## config.mk

```make
export PLATFORM = sky130hd
export DESIGN_NAME = cflag_unit
export DESIGN_NICKNAME = d
export VERILOG_FILES = /design/src/rtl/cflag_pkg.sv /design/src/rtl/cflag_nz.sv /design/src/rtl/cflag_carry.sv /design/src/rtl/cflag_ovf.sv /design/src/rtl/cflag_unit.sv
export SDC_FILE = /design/constraint.sdc
export NUM_CORES = 1
export LEC_CHECK = 0
export BUFFER_PORTS_ARGS = -buffer_cell sky130_fd_sc_hd__buf_4
export CORE_MARGIN = 8
export CORE_UTILIZATION = 26
export CTS_CLUSTER_SIZE = 10
export DETAILED_ROUTE_END_ITERATION = 16
export HOLD_SLACK_MARGIN = 0.05
export PLACE_DENSITY = 0.72
export SYNTH_ARGS = -nofsm -noshare
export SYNTH_HDL_FRONTEND = slang
export SYNTH_SLANG_ARGS = --single-unit
```

## constraint.sdc

```tcl
create_clock -name clk -period 1 [get_ports clk]
set_clock_uncertainty 0.15 [all_clocks]
set_input_delay 0 -clock clk [delete_from_list [all_inputs] [get_ports clk]]
set_output_delay 0 -clock clk [all_outputs]
set_load 0.03 [all_outputs]
```

## src/rtl/cflag_pkg.sv

```systemverilog
package cflag_pkg;
  typedef enum logic [1:0] {
    OPC_ADD = 2'b00,
    OPC_SUB = 2'b01,
    OPC_LSH = 2'b10,
    OPC_LNS = 2'b11
  } opc_e;

  typedef struct packed {
    logic n;
    logic z;
    logic c;
    logic v;
  } nzcv_t;

  localparam int FLAG_W = $bits(nzcv_t);
endpackage

```

## src/rtl/cflag_nz.sv

```systemverilog
module cflag_nz #(
  parameter int DATA_W = 32
) (
  input  logic [DATA_W-1:0] result,
  output logic              n_next,
  output logic              z_next
);
  localparam int MSB = DATA_W - 1;

  always_comb begin
    n_next = result[MSB];
    z_next = (result == '0);
  end
endmodule

```

## src/rtl/cflag_carry.sv

```systemverilog
module cflag_carry
  import cflag_pkg::*;
(
  input  opc_e op,
  input  logic arith_cy,
  input  logic shift_cy,
  input  logic c_prev,
  output logic c_next
);
  always_comb begin
    unique case (op)
      OPC_ADD: c_next = arith_cy;
      OPC_SUB: c_next = ~arith_cy;   // carry is not-borrow
      OPC_LSH: c_next = shift_cy;
      default: c_next = c_prev;
    endcase
  end
endmodule

```

## src/rtl/cflag_ovf.sv

```systemverilog
module cflag_ovf
  import cflag_pkg::*;
(
  input  opc_e op,
  input  logic sign_a,
  input  logic sign_b,
  input  logic sign_r,
  input  logic v_prev,
  output logic v_next
);
  logic res_flip;
  always_comb begin
    res_flip = sign_r ^ sign_a;
    unique case (op)
      OPC_ADD: v_next = ~(sign_a ^ sign_b) & res_flip;
      OPC_SUB: v_next =  (sign_a ^ sign_b) & res_flip;
      default: v_next = v_prev;
    endcase
  end
endmodule

```

## src/rtl/cflag_unit.sv

```systemverilog
module cflag_unit
  import cflag_pkg::*;
#(
  parameter int DATA_W = 32
) (
  input  logic              clk,
  input  logic              rst,
  input  logic              upd_en,
  input  logic [1:0]        op_class,
  input  logic [DATA_W-1:0] result,
  input  logic              arith_cy,
  input  logic              sign_a,
  input  logic              sign_b,
  input  logic              shift_cy,
  input  logic              wr_en,
  input  logic [3:0]        wr_flags,
  output logic              flag_n,
  output logic              flag_z,
  output logic              flag_c,
  output logic              flag_v
);
  localparam int MSB = DATA_W - 1;

  opc_e  op;
  nzcv_t flags_q;
  nzcv_t flags_d;

  assign op = opc_e'(op_class);

  cflag_nz #(.DATA_W(DATA_W)) u_nz (
    .result (result),
    .n_next (flags_d.n),
    .z_next (flags_d.z)
  );

  cflag_carry u_carry (
    .op       (op),
    .arith_cy (arith_cy),
    .shift_cy (shift_cy),
    .c_prev   (flags_q.c),
    .c_next   (flags_d.c)
  );

  cflag_ovf u_ovf (
    .op     (op),
    .sign_a (sign_a),
    .sign_b (sign_b),
    .sign_r (result[MSB]),
    .v_prev (flags_q.v),
    .v_next (flags_d.v)
  );

  // Write port outranks arithmetic update.
  always_ff @(posedge clk) begin
    if (rst)         flags_q <= '0;
    else if (wr_en)  flags_q <= nzcv_t'(wr_flags);
    else if (upd_en) flags_q <= flags_d;
  end

  assign flag_n = flags_q.n;
  assign flag_z = flags_q.z;
  assign flag_c = flags_q.c;
  assign flag_v = flags_q.v;

  // ---------------- assertions ----------------
  p_reset_clear_r1: assert property (@(posedge clk)
    $past(rst) |-> ({flag_n, flag_z, flag_c, flag_v} == 4'b0000));

  p_neg_msb_r2: assert property (@(posedge clk) disable iff (rst)
    (!$past(rst) && !$past(wr_en) && $past(upd_en))
      |-> (flag_n == $past(result[MSB])));

  p_zero_all_r3: assert property (@(posedge clk) disable iff (rst)
    (!$past(rst) && !$past(wr_en) && $past(upd_en))
      |-> (flag_z == ($past(result) == '0)));

  p_carry_add_r4: assert property (@(posedge clk) disable iff (rst)
    (!$past(rst) && !$past(wr_en) && $past(upd_en) && $past(op_class) == 2'b00)
      |-> (flag_c == $past(arith_cy)));

  p_carry_sub_r5: assert property (@(posedge clk) disable iff (rst)
    (!$past(rst) && !$past(wr_en) && $past(upd_en) && $past(op_class) == 2'b01)
      |-> (flag_c != $past(arith_cy)));

  p_carry_shift_r6: assert property (@(posedge clk) disable iff (rst)
    (!$past(rst) && !$past(wr_en) && $past(upd_en) && $past(op_class) == 2'b10)
      |-> (flag_c == $past(shift_cy)));

  p_carry_keep_r7: assert property (@(posedge clk) disable iff (rst)
    (!$past(rst) && !$past(wr_en) && $past(upd_en) && $past(op_class) == 2'b11)
      |-> $stable(flag_c));

  p_ovf_set_r8: assert property (@(posedge clk) disable iff (rst)
    (!$past(rst) && !$past(wr_en) && $past(upd_en) && $past(op_class) == 2'b00
     && $past(sign_a) == $past(sign_b) && $past(result[MSB]) != $past(sign_a))
      |-> flag_v);

  p_ovf_clear_r8: assert property (@(posedge clk) disable iff (rst)
    (!$past(rst) && !$past(wr_en) && $past(upd_en) && !$past(op_class[1])
     && $past(result[MSB]) == $past(sign_a))
      |-> !flag_v);

  p_ovf_keep_r9: assert property (@(posedge clk) disable iff (rst)
    (!$past(rst) && !$past(wr_en) && $past(upd_en) && $past(op_class[1]))
      |-> $stable(flag_v));

  p_idle_hold_r10: assert property (@(posedge clk) disable iff (rst)
    (!$past(rst) && !$past(wr_en) && !$past(upd_en))
      |-> $stable({flag_n, flag_z, flag_c, flag_v}));

  p_direct_load_r11: assert property (@(posedge clk) disable iff (rst)
    (!$past(rst) && $past(wr_en))
      |-> ({flag_n, flag_z, flag_c, flag_v} == $past(wr_flags)));
endmodule

```

# Yosys cells after proc, flatten, opt, wreduce, memory -nomap -nowiden
# Cells that the tools add are included.
# totals
in_bits	46
register_bits	4
out_inout_bits	4
wordCells	23
# op_classes
n_bitwise	6
muxes	4
reduce_logical	7
n_eq_ne	2
# op_table
op	n
$logic_not 32->1	1
$mux 4	2
$reduce_and 2->1	2
$reduce_bool 4->1	1
$pmux 1 s3	1
$reduce_bool 3->1	1
$and 1x1->1	2
$eq 2x1->1 const B	1
$eq 2x2->1 const B	1
$logic_not 2->1	1
$not 1->1	2
$pmux 1 s2	1
$reduce_bool 2->1	1
$xor 1x1->1	2

# Depth between registers and ports, before layout
# Gate-level depths: netlist of run 1.
# logic_depth
word_depth	6
depth_mapped	6
depth_no_buf	6

# Cells and area by module
# Synthesis of run 1 repeated with hierarchy kept, for this count alone.
# unflattened
hier_cells	37
hier_area_um2	340.3
# modules_own_cells
mod	seq_area_each_um2	area_each_um2	cells_each	n_inst
cflag_unit	80.1	190.2	18	1
cflag_nz	0.0	80.1	12	1
cflag_ovf	0.0	41.3	4	1
cflag_carry	0.0	28.8	3	1

# Worst setup path before layout of run 1
# Ideal clock, no wire load.
# synth_path
kind	input-to-reg
from	input op_class[1]
to	register flags_q, in the netlist flag_v
arrival_ns	0.838
setup_ns	0.131
slack_ns	-0.119
n_path_buf	0
cell_stages	6
cell_sequence	inv_1 > ha_1 > xor2_1 > nor2_1 > a221oi_1 > o22ai_1
# synth_between
elab_chain_len	4
# synth_lines
element	line	text
start, declared	cflag_unit.sv:9	input logic [1:0] op_class,
$eq 2x1->1 / $logic_not 2->1 (equally long branches)	cflag_ovf.sv:14	unique case (op)
$pmux 1 s2	cflag_ovf.sv:14	
$mux 4	cflag_unit.sv:57	else if (upd_en) flags_q <= flags_d;
$mux 4	cflag_unit.sv:56	else if (wr_en) flags_q <= nzcv_t'(wr_flags);
end signal, assigned	cflag_unit.sv:56	
end signal, assigned	cflag_unit.sv:57	
end, declared	cflag_unit.sv:25	nzcv_t flags_q;
# Several ways; a longest one is shown, not always the timed one. The select of a mux whose other input is x is not followed.
# A chain may end at the register's enable or synchronous reset.

# Final worst setup path of run 1
# layout_path
from	input op_class[0]
to	register flags_q, in the netlist flag_c
# layout_between
elab_chain_len	4
# layout_lines
element	line	text
$eq 2x2->1 (tied with other cells)	cflag_carry.sv:11	unique case (op)
$pmux 1 s3	cflag_carry.sv:11	
$mux 4	cflag_unit.sv:57	
$mux 4	cflag_unit.sv:56	
# Several ways; a longest one is shown, not always the timed one. The select of a mux whose other input is x is not followed.

==> results of run 1 <==
-- area by class of cell --
class	count	area (um2)
Fill cell	129	440.4
Timing Repair Buffer	57	437.9
Multi-Input combinational cell	39	304.0
Sequential cell	4	82.58
Clock buffer	3	22.52
Tap cell	15	18.77
Inverter	3	11.26
-- logic make-up after synthesis --
group	Yosys count
xor+xnor	1
fa+ha+maj	3
simple gates	22
compound gates	12
buf+inv	4
mux	1
flops	4
-- registers in the layout, summed over array words and instances (netlist names) --
signal	cells
flag_z	1
flag_n	1
flag_v	1
flag_c	1
-- worst register-to-register path: stages (launching register included) --
cell and delay [ns]:
dfxtp_2 0.31, nor3b_1 0.13, a21oi_1 0.15, o32ai_2 0.10
-- placed cells by master, fill, tap and decap left out, types with 2 or more instances in the layout --
| cell | Yosys | final |
|---|---|---|
| dfxtp_1 | 4 | 2 |
| inv_1 | 3 | 2 |
| nor4_1 | 6 | 6 |
| dlygate4sd3_1 | 0 | 4 |
| clkbuf_4 | 0 | 3 |
| buf_4 | 0 | 53 |
| nor2_1 | 4 | 4 |
| nand2_1 | 4 | 4 |
| dfxtp_2 | 0 | 2 |
| ha_1 | 3 | 2 |
| a21oi_1 | 5 | 5 |
-- cell usage after synthesis, drive strengths merged --
master  count  share of area [%]
dfxtp       4                 22
nand2       4                4.1
nand2b      1                1.7
ha          3                 10
a311oi      1                2.4
buf         1                3.0
nor3b       1                2.0
nand4       1                1.7
nor3        1                1.4
a211o       1                2.4
mux2i       1                2.7
nor2        4                4.1
a221oi      1                2.4
nand3       1                1.4
o22ai       1                1.7
a21oi       5                6.8
nor4        7                 14
o32ai       1                4.4
nor4b       1                2.4
o21bai      1                2.0
o21ai       1                1.4
inv         3                3.0
nor2b       1                1.7
xor2        1                2.4
-- metrics by stage --
| stage | hold WS, ns | cells | worst slack (ns) | TNS, ns |
|---|---|---|---|---|
| CTS | -0.09564 | 121 | 0.01464 | 0 |
| global placement | 0.08815 | 113 | -0.2284 | -0.4920 |
| detailed placement | 0.09205 | 113 | -0.2639 | -0.5597 |
| finish | -0.09267 | 121 | -0.005136 | -0.005136 |
| global route | -0.09088 | 121 | -0.06548 | -0.06548 |
| floorplan | -0.07762 | 47 | -0.07706 | -0.07706 |
-- power breakdown --
| group | leakage (nW) | internal, W | total (W) | switching, W |
|---|---|---|---|---|
| Combinational | 0.370 | 0.000189 | 0.000307 | 0.000118 |
| Sequential | 0.0338 | 0.000173 | 0.000180 | 0.00000674 |
| Clock | 0.0138 | 0.000134 | 0.000198 | 0.0000637 |
| Total | 0.418 | 0.000497 | 0.000685 | 0.000188 |
-- metal layers --
metal  wire length [um]  vias up  part of all wire, %  GRT usage [%]
li1                   -      301                    -              -
met1                565      264                   32          11.32
met2                924       32                   52          18.92
met3                282        0                   16          9.366
met4                  0        0                    0          3.782
met5                  0        -                    0              0
-- worst paths after layout --
check | cells after the start | from | slack, ns | end
worst max-delay path | 7 | op_class[0] | -0.005 | flag_c
worst min-delay path | 4 | result[20] | -0.09 | flag_z
worst max register to register | 3 | flag_z | 0.05 | flag_z
worst min register to register | 2 | flag_c | 0.39 | flag_c
-- repair_timing --
item                       4_1_cts  5_1_grt
hold endpoints to repair         4        4
buffers inserted                 1        0
gates cloned                     0        0
pin swaps                        4        0
setup endpoints to repair        1        2
gates resized for setup          2        4
==> flow_summary.json, run 1 <==
{
  "synth_compound_area_share_pct": 23.31,
  "cp_slowest_stage_delay_ns": 0.32,
  "die_area_um2": 2888,
  "yosysWarnings": 0,
  "port_buffers": 49,
  "fp.dieW_um": 53.74,
  "cp-end-kind": "flop",
  "hold_ws_ns": -0.09267,
  "status": "complete, but fails checks",
  "synthToLayoutAreaGrowth_pct": 136.8,
  "slew_headroom_pct": 82.85,
  "cap_violations": 0,
  "hold_buffers": 4,
  "cp_cell_sequence": "buf_4, inv_1, ha_1, nor2_1, a311oi_2, a21oi_1, a21oi_1",
  "clkLatencyLatePin_ns": 0.23,
  "hold_path_class": "input port to flop",
  "diodes": 0,
  "slew_viol_final": 0,
  "grt_pass1_vias": 598,
  "cp.arrival_ns": 1.02,
  "criticalPathCategory": "input port to flop",
  "core_um2": 1318,
  "setup_viol": 1,
  "syn_inst": 47,
  "synthSimpleGateAreaFrac_pct": 33.78,
  "drt_first_iter_violations": 8,
  "antenna_found_initial": 0,
  "layout-drive-gt1-share_pct": 62.26,
  "total_power_w": 0.0006849,
  "wl_mm": 1.773,
  "grt_pass1_wl_mm": 2.546,
  "fin_ws_ns": -0.005136,
  "muxShareOfSynthArea_pct": 2.703,
  "firstDrtPassIters": 3,
  "hold_viol_final": 4,
  "grt_usage_pct": 11.77,
  "cpLargestDelayFamily": "compound AO/OA/AOI/OAI gates",
  "max-vdd-ir-drop_v": 0.0005533,
  "synthXorXnorAreaFrac_pct": 2.365,
  "path_buf_inv": 2,
  "final.min_clock_period_ns": 1.005,
  "worstPathRequired_ns": 1.01,
  "syn-num-nets": 96,
  "crit_path_frequent_cell": "a21oi_1",
  "cts_tree": "yes",
  "grt_max_degree": 10,
  "syn-mean-instance-area_um2": 7.880,
  "synth_cell_type_count": 25,
  "path_clk_slew_ns": 0.04,
  "synth_fa_ha_area_share_pct": 10.14,
  "synth_area_um2": 370.4,
  "die_h_um": 53.74,
  "overflow": 0,
  "synth_top_family_by_area": "simple AND/OR/NAND/NOR gates",
  "post-route-period-util_pct": 100.5,
  "root_buffer": "clkbuf_4",
  "post-route-util_pct": 66.57,
  "tightest_slew_ns": 0.2549,
  "ys_seq_area_share_pct": 21.62,
  "power_leakage_nw": 0.4177,
  "nNetsFinal": 157,
  "cts_sinks": 4,
  "clockBufferDepth": 2,
  "violations": "hold timing, setup timing",
  "place_congestion": 0.7137,
  "powerDensity_nw_per_um2": 780.9,
  "fin_area_um2": 877.1,
  "start_util_pct": 28.11,
  "fmax_mhz": 994.9,
  "drc": 0,
  "rows": 13,
  "antenna_left": 0,
  "startpoint_type": "input port",
  "place_area_um2": 773.2,
  "vias": 597,
  "cts_inserted_buffers": 3,
  "htree_levels": 1,
  "cp_slowest_cell": "ha_1",
  "synth-seq-cells": 4,
  "path_max_fanout": 2,
  "viasPerCell": 4.934,
  "io_pins": 50,
  "wire_per_inst_um": 14.65
}
Note: power is estimated with default switching activity, not from simulation.
==> inputs of run 2 (changes only) <==
TNS_END_PERCENT = 50   (was default)
==> run 2 against run 1 <==
  * Highest routed layer unchanged
  * Combinational power hardly changed
  * Register-to-register slack hardly changed
  * Clock power barely moved
  * Global-route usage is the same
  * Largest cell class unchanged
  * Setup slack lost 0.015 ns
  * The run still ends with hold timing, setup timing left
==> flow_summary.json, run 2 (synthesis results as in run 1) <==
{
  "antenna_left": 0,
  "status": "complete, but fails checks",
  "io_pins": 50,
  "switching_power_w": 0.0001858,
  "slew_viol_final": 0,
  "max-vdd-ir-drop_v": 0.0005533,
  "r2r_end": "flag_z",
  "power_frac_seq_pct": 26.4,
  "viasPerCell": 4.926,
  "swShare_pct": 27.27,
  "final.min_clock_period_ns": 1.020,
  "port_buffers": 49,
  "layout-drive-gt1-share_pct": 61.32,
  "pre_cts_ws_ns": -0.2639,
  "root_buffer": "clkbuf_4",
  "clkLatencyLatePin_ns": 0.23,
  "post-route-period-util_pct": 102.0,
  "slew_headroom_pct": 82.85,
  "grt_pass1_vias": 598,
  "worstHoldStart": "result[20]",
  "mostFrequentLayoutCells": "53 x buf_4, 6 x nor4_1, 5 x a21oi_1",
  "hold_viol_final": 4,
  "worstPathRequired_ns": 0.95,
  "post-route-util_pct": 66.10,
  "die_area_um2": 2888,
  "rsz0062_at_grt": "true",
  "cts_sinks": 4,
  "synthToLayoutAreaGrowth_pct": 135.1,
  "place_congestion": 0.7137,
  "drc": 0,
  "hold_ws_ns": -0.09267,
  "rrSetupSlack_ns": 0.05,
  "startpoint_type": "input port",
  "hold_depth": 4,
  "fmax_mhz": 980.4,
  "overflow": 0,
  "powerDensity_nw_per_um2": 782.6,
  "cap_violations": 0,
  "timing.rr.start": "flag_z",
  "r2r_cells": 3,
  "hold_buffers": 4,
  "grt_usage_pct": 11.77,
  "fin_tns_setup_ns": -0.02513,
  "pwr-share-comb_pct": 44.6,
  "power.share.clock_pct": 29.0,
  "wl_mm": 1.779,
  "layout_commonest_cell": "buf_4",
  "cp-end-kind": "flop",
  "drt_first_iter_violations": 7,
  "clockBufferDepth": 2,
  "criticalPathCategory": "input port to flop",
  "place_area_um2": 773.2,
  "core_um2": 1318,
  "fin_area_um2": 870.8,
  "fp.dieW_um": 53.74,
  "antenna_found_initial": 0,
  "grt_max_degree": 10,
  "intPower_w": 0.0004957,
  "nNetsFinal": 157,
  "die_h_um": 53.74,
  "htree_levels": 1,
  "hold_path_class": "input port to flop",
  "diodes": 0,
  "grt_pass1_wl_mm": 2.546,
  "cts_tree": "yes",
  "vias": 596,
  "cp.arrival_ns": 0.97,
  "cts_inserted_buffers": 3,
  "holdPathEnd": "flag_z",
  "power_leakage_nw": 0.4145,
  "start_util_pct": 28.11,
  "path_clk_slew_ns": 0.04,
  "wire_per_inst_um": 14.70,
  "rows": 13,
  "violations": "hold timing, setup timing",
  "total_power_w": 0.0006815,
  "tightest_slew_ns": 0.2549,
  "fin_ws_ns": -0.01999,
  "path_max_fanout": 2,
  "firstDrtPassIters": 3,
  "setup_viol": 2
}
[run 2: cell count changes in the layout (fill, tap and decap cells not counted)]
| cell | before | now |
|---|---|---|
| a221oi_1 | 0 | 1 |
| a221oi_2 | 1 | 0 |
[run 2: layer usage]
| layer | global-route usage, % | share of wire (%) | wire length, um | up-vias |
|---|---|---|---|---|
| met1 | 11.32 | 32 | 569 | 263 |
| met4 | 3.782 | 0 | 0 | 0 |
| met2 | 18.92 | 52 | 926 | 32 |
| met3 | 9.366 | 16 | 282 | 0 |
| li1 | - | - | - | 301 |
| met5 | 0 | 0 | 0 | - |
[run 2: worst max-delay path by stage]
| stage | start | end | slack, ns | cells past startpoint |
|---|---|---|---|---|
| floorplan | op_class[1] | flag_v | -0.08 | 6 |
| global placement | op_class[1] | flag_v | -0.23 | 7 |
| detailed placement | op_class[1] | flag_v | -0.26 | 7 |
| CTS | op_class[1] | flag_v | 0.01 | 7 |
| global route | op_class[0] | flag_c | -0.07 | 7 |
| finish | op_class[1] | flag_v | -0.02 | 7 |
[run 2: stage by stage]
| stage | hold WS, ns | cells |
|---|---|---|
| global placement | 0.08815 | 113 |
| CTS | -0.09564 | 121 |
| global route | -0.09088 | 121 |
| floorplan | -0.07762 | 47 |
| finish | -0.09267 | 121 |
| detailed placement | 0.09205 | 113 |
[run 2: final cells by class]
type	instances	area [um2]
Inverter	3	11.26
Multi-Input combinational cell	39	297.8
Sequential cell	4	82.58
Fill cell	128	446.7
Timing Repair Buffer	57	437.9
Tap cell	15	18.77
Clock buffer	3	22.52
[run 2: critical path: stages]
cell and delay, ns:
buf_4 0.09, inv_2 0.04, ha_4 0.16, xor2_2 0.17, buf_4 0.13, a221oi_1 0.27, o22ai_1 0.12
[run 2: power groups by stage]
stage | sequential, W | combinational [W] | clock [W]
floorplan | 0.000204 | 0.0000681 | 0
detailed placement | 0.000182 | 0.000269 | 0
finish | 0.000180 | 0.000304 | 0.000198
CTS | 0.000180 | 0.000291 | 0.000212
global placement | 0.000182 | 0.000265 | 0
global route | 0.000180 | 0.000327 | 0.000230
[run 2: repair_timing]
action | 4_1_cts | 5_1_grt
endpoints found under the setup margin | 1 | 2
setup buffers | 1 | 0
pin swaps | 4 | 0
endpoints found under the hold margin | 4 | 4
resized for setup | 2 | 3
